`src/rtl/sos_pkg.sv`:
```
package sos_pkg;

    // Clip decision made on the full-precision sum
    typedef enum logic [1:0] {
        SAT_NONE = 2'd0,
        SAT_HI   = 2'd1,
        SAT_LO   = 2'd2
    } sat_kind_e;

    // Fractional product bits that are discarded for a given scale width and range shift
    function automatic int frac_bits(input int scale_w, input int shift);
        return scale_w - 1 - shift;
    endfunction

    // Width of a signed sum able to hold two signed operands exactly
    function automatic int sum_width(input int a_w, input int b_w);
        return ((a_w > b_w) ? a_w : b_w) + 1;
    endfunction

endpackage

```
`src/rtl/sos_round.sv`:
```
module sos_round #(
    parameter int DATA_W  = 16,
    parameter int SCALE_W = 16,
    parameter int FRAC    = 15,
    parameter int R_W     = DATA_W + SCALE_W + 1 - FRAC
) (
    input  logic signed [DATA_W-1:0]  x_in,
    input  logic signed [SCALE_W-1:0] scale_in,
    output logic signed [R_W-1:0]     rounded
);
    localparam int P_W  = DATA_W + SCALE_W;
    localparam int PB_W = P_W + 1;

    logic signed [P_W-1:0]  x_ext;
    logic signed [P_W-1:0]  s_ext;
    logic signed [P_W-1:0]  prod;
    logic signed [PB_W-1:0] prod_ext;
    logic signed [PB_W-1:0] biased;

    assign x_ext    = {{SCALE_W{x_in[DATA_W-1]}}, x_in};
    assign s_ext    = {{DATA_W{scale_in[SCALE_W-1]}}, scale_in};
    assign prod     = x_ext * s_ext;
    assign prod_ext = {prod[P_W-1], prod};

    generate
        if (FRAC == 0) begin : g_no_round
            assign biased = prod_ext;
        end else begin : g_round
            localparam logic [PB_W-1:0] HALF = PB_W'(1) << (FRAC - 1);
            assign biased = prod_ext + HALF;
        end
    endgenerate

    assign rounded = biased[PB_W-1:FRAC];
endmodule

```
`src/rtl/sos_clip.sv`:
```
module sos_clip
    import sos_pkg::*;
#(
    parameter int R_W    = 19,
    parameter int OFF_W  = 16,
    parameter int SUM_W  = 20,
    parameter int DATA_W = 16
) (
    input  logic signed [R_W-1:0]    rounded,
    input  logic signed [OFF_W-1:0]  offset_in,
    output logic signed [DATA_W-1:0] clipped,
    output sat_kind_e                sat_kind
);
    localparam int HEAD = SUM_W - DATA_W + 1;
    localparam logic signed [SUM_W-1:0] MAXV = {{HEAD{1'b0}}, {(DATA_W-1){1'b1}}};
    localparam logic signed [SUM_W-1:0] MINV = {{HEAD{1'b1}}, {(DATA_W-1){1'b0}}};

    logic signed [SUM_W-1:0] r_ext;
    logic signed [SUM_W-1:0] o_ext;
    logic signed [SUM_W-1:0] sum;

    assign r_ext = {{(SUM_W-R_W){rounded[R_W-1]}}, rounded};
    assign o_ext = {{(SUM_W-OFF_W){offset_in[OFF_W-1]}}, offset_in};
    assign sum   = r_ext + o_ext;

    always_comb begin
        if (sum > MAXV) begin
            sat_kind = SAT_HI;
            clipped  = MAXV[DATA_W-1:0];
        end else if (sum < MINV) begin
            sat_kind = SAT_LO;
            clipped  = MINV[DATA_W-1:0];
        end else begin
            sat_kind = SAT_NONE;
            clipped  = sum[DATA_W-1:0];
        end
    end
endmodule

```
`src/rtl/scale_offset_sat.sv`:
```
module scale_offset_sat
    import sos_pkg::*;
#(
    parameter int DATA_W  = 16,
    parameter int SCALE_W = 16,
    parameter int OFF_W   = 16,
    parameter int SHIFT   = 0
) (
    input  logic                      clk,
    input  logic                      rst,
    input  logic                      in_valid,
    input  logic signed [DATA_W-1:0]  x_in,
    input  logic signed [SCALE_W-1:0] scale_in,
    input  logic signed [OFF_W-1:0]   offset_in,
    output logic signed [DATA_W-1:0]  z_out,
    output logic                      out_valid
);
    localparam int FRAC  = frac_bits(SCALE_W, SHIFT);
    localparam int R_W   = DATA_W + SCALE_W + 1 - FRAC;
    localparam int SUM_W = sum_width(R_W, OFF_W);

    logic signed [R_W-1:0]    rounded;
    logic signed [DATA_W-1:0] clipped;
    sat_kind_e                sat_kind;

    sos_round #(
        .DATA_W (DATA_W),
        .SCALE_W(SCALE_W),
        .FRAC   (FRAC),
        .R_W    (R_W)
    ) u_round (
        .x_in    (x_in),
        .scale_in(scale_in),
        .rounded (rounded)
    );

    sos_clip #(
        .R_W   (R_W),
        .OFF_W (OFF_W),
        .SUM_W (SUM_W),
        .DATA_W(DATA_W)
    ) u_clip (
        .rounded  (rounded),
        .offset_in(offset_in),
        .clipped  (clipped),
        .sat_kind (sat_kind)
    );

    always_ff @(posedge clk) begin
        if (rst) begin
            z_out     <= '0;
            out_valid <= 1'b0;
        end else begin
            out_valid <= in_valid;
            if (in_valid) begin
                z_out <= clipped;
            end
        end
    end
endmodule

```
`config.mk`:
```
export PLATFORM = sky130hd
export DESIGN_NAME = scale_offset_sat
export DESIGN_NICKNAME = d
export VERILOG_FILES = /design/src/rtl/sos_pkg.sv /design/src/rtl/sos_round.sv /design/src/rtl/sos_clip.sv /design/src/rtl/scale_offset_sat.sv
export SDC_FILE = /design/constraint.sdc
export NUM_CORES = 1
export LEC_CHECK = 0
export CAP_MARGIN = 20
export CORE_ASPECT_RATIO = 1.5
export CORE_MARGIN = 2
export CORE_UTILIZATION = 25
export DETAILED_ROUTE_END_ITERATION = 12
export PLACE_DENSITY = 0.36
export SLEW_MARGIN = 5
export SYNTH_ARGS = -nofsm -noshare
export SYNTH_HDL_FRONTEND = slang
export SYNTH_SLANG_ARGS = --single-unit
```
`constraint.sdc`:
```
create_clock -name clk -period 20.4 [get_ports clk]
set_clock_uncertainty 0.1 [all_clocks]
set_input_delay 2.04 -clock clk [delete_from_list [all_inputs] [get_ports clk]]
set_output_delay 2.04 -clock clk [all_outputs]
set_load 0.05 [all_outputs]
```
==> reports/metrics.yaml <==
grt_pass1_wl_um: 54000
cts_setup_buffers: 0
clock.fmax_mhz: 85.4
synth-seq-cells: 17
syn_nets: 1668
hold_path.startpoint: "z_out[1]$_SDFFE_PP0P_"
hold_path_class: "flop to flop"
hold_viol_final: 0
clk_pin_slew_worst_paths_ns: 0.05
tightest_slew_ns: 1.04
timing.setup.tns_ns: 0
critical_path.top_delay_family: "adder cells"
die-area_mm2: 0.0465
wl_per_cell_um: 17.3
synth.top_cell.area_share_pct: 48.0
reg2reg_from: "z_out[6]$_SDFFE_PP0P_"
synth_area_mm2: 0.0112
synth_warnings: 0
start_util_pct: 25.4
whs_endpoint: "z_out[1]$_SDFFE_PP0P_"
synthCells: 1250
groute.usage.overall_pct: 15.0
clock_latency_ns: 0.24
core_area_mm2: 0.0440
synthTopCellsByArea: "fa_1 (48%), ha_1 (11%), inv_1 (10%)"
synth_edf_count: 0
antenna_found_initial: 0
grt.overflow.total: 0
diodes: 0
finalNetCount: 1720
grt_max_degree: 32
hold_path_depth: 2
cts_buffers: 3
crit_buf_inv: 7
rsz0062_at_grt: "no"
crit_path_end_kind: "flop"
io_pins: 68
ctsResizeCount: 0
cp_max_fo: 16
syn_avg_cell_area_um2: 8.95
yosysMostFrequentCell: "inv_1"
area.growth.synth_to_final_pct: 13.0
vias: 8120
cts_root_buf: "clkbuf_16"
start_kind: "input pin"
postRouteAntennaNets: 0
grt_pass1_vias: 9639
maxSlewHeadroom_pct: 30.3
clockBufferDepth: 2
critPathMaxStageDelay_ns: 0.87
status: "finished, final reports clean"
gp_congestion: 0.764
route.detailed.drc: 0
cp.required_ns: 20.45
setup_viol: 0
vias_per_cell: 4.33
drtIter0Drc: 246
ys.flop_type: "dfxtp_1"
drive_above_1_share_pct: 2.61
r2r_end: "z_out[6]$_SDFFE_PP0P_"
slew_violations: 0
synth.distinct_cells: 56
ys_top_cells_by_count: "inv_1 (308), fa_1 (268), nand2_1 (160)"
fin_crit_ns: 11.71
hold_buffers: 0
critPathArrivalTime_ns: 11.76
crit_slowest_cell: "clkdlybuf4s50_1"
yosysSeqAreaShare_pct: 3.04
reg2regPathDepth: 2
postRouteWirelength_um: 32500
die_h_um: 263
synth_area_leader_cell: "fa_1"
io_buffers: 67
dr.pass1.iters: 4
synthArstFlopShare_pct: 0
critPathKind: "input pin to flop"
fillers: 4820
timing.final.crit_share_pct: 57.4
cts.htree.levels: 1
hpwlAfterDp_um: 27800
cts_tree: "yes"
rrSetupSlack_ns: 19.51
die_w_um: 177
numClockSinks: 17
drv_cap: 0
rows: 94
tightest hold or removal path, stage by stage (launching register included):
cell and delay [ns]:
dfxtp_1 0.31, inv_1 0.05, o32ai_1 0.07
per-layer routing:
metal / wire, um / global-route usage [%] / up-vias
met5: 0 / 0 / -
met4: 610 / 2.90 / 0
met3: 703 / 0.650 / 29
met2: 18700 / 30.1 / 115
met1: 12500 / 17.2 / 4120
li1: - / - / 3856
layout make-up:
cell class              instances  area [um^2]  area share, %
well taps                     576          721           5.70
multi-input cells             884         9520           75.3
flip-flops and latches         17          340           2.69
repair buffers                 88          828           6.55
clock buffers                   4         78.8          0.624
inverters                     308         1160           9.14
stage by stage:
step                      setup WS (ns)  hold WS [ns]  cells  area [um^2]  util, %
final                              8.69         0.384   1877        12600     28.7
after global routing               7.73         0.399   1877        12600     28.7
after CTS                          8.45         0.387   1877        12600     28.7
after detailed placement           8.25         0.378   1873        12600     28.6
after global placement             8.26         0.375   1873        12600     28.6
after floorplan                   10.51         0.591   1250        11200        -
registers in the layout (all words and copies together) (netlist names):
name,cells
z_out,16
out_valid,1
how the worst max path moves through the flow:
stage,start,endpoint,depth (start not counted)
after floorplan,x_in[15],z_out[14]$_SDFFE_PP0P_,31
after global placement,scale_in[1],z_out[5]$_SDFFE_PP0P_,30
after detailed placement,scale_in[1],z_out[14]$_SDFFE_PP0P_,30
after CTS,scale_in[1],z_out[5]$_SDFFE_PP0P_,30
after global routing,scale_in[1],z_out[8]$_SDFFE_PP0P_,30
final,scale_in[1],z_out[14]$_SDFFE_PP0P_,30
logic make-up (layout without fill, tap and decap cells):
logic type               after synthesis  count (layout)  synth area share, %
AND/OR/NAND/NOR                      358             358                 15.5
adder cells (fa/ha/maj)              367             367                 59.0
buffers and inverters                349             400                 11.9
flip-flops                            17              17                 3.04
AO/OA/AOI/OAI                        122             122                 7.61
XOR/XNOR                              35              35                 2.74
multiplexers                           2               2                0.179
cells in the final DEF, fill, tap and decap left out, types with 4 or more instances in the layout:
cell / instances
a211oi_1: 5
a21o_1: 8
a21oi_1: 35
a311oi_1: 11
a31oi_1: 6
and2_1: 110
buf_4: 21
clkdlybuf4s50_1: 67
dfxtp_1: 17
fa_1: 268
ha_1: 99
inv_1: 308
nand2_1: 160
nand2b_1: 8
nand3_1: 5
nand4_1: 4
nor2_1: 43
nor3_1: 8
o211ai_1: 5
o21a_1: 5
o21ai_0: 16
xnor2_1: 27
xor2_1: 8
Power is left out: the tool's default activity adds up to more than one toggle a clock period on the data nets, which glitch-free logic cannot reach.
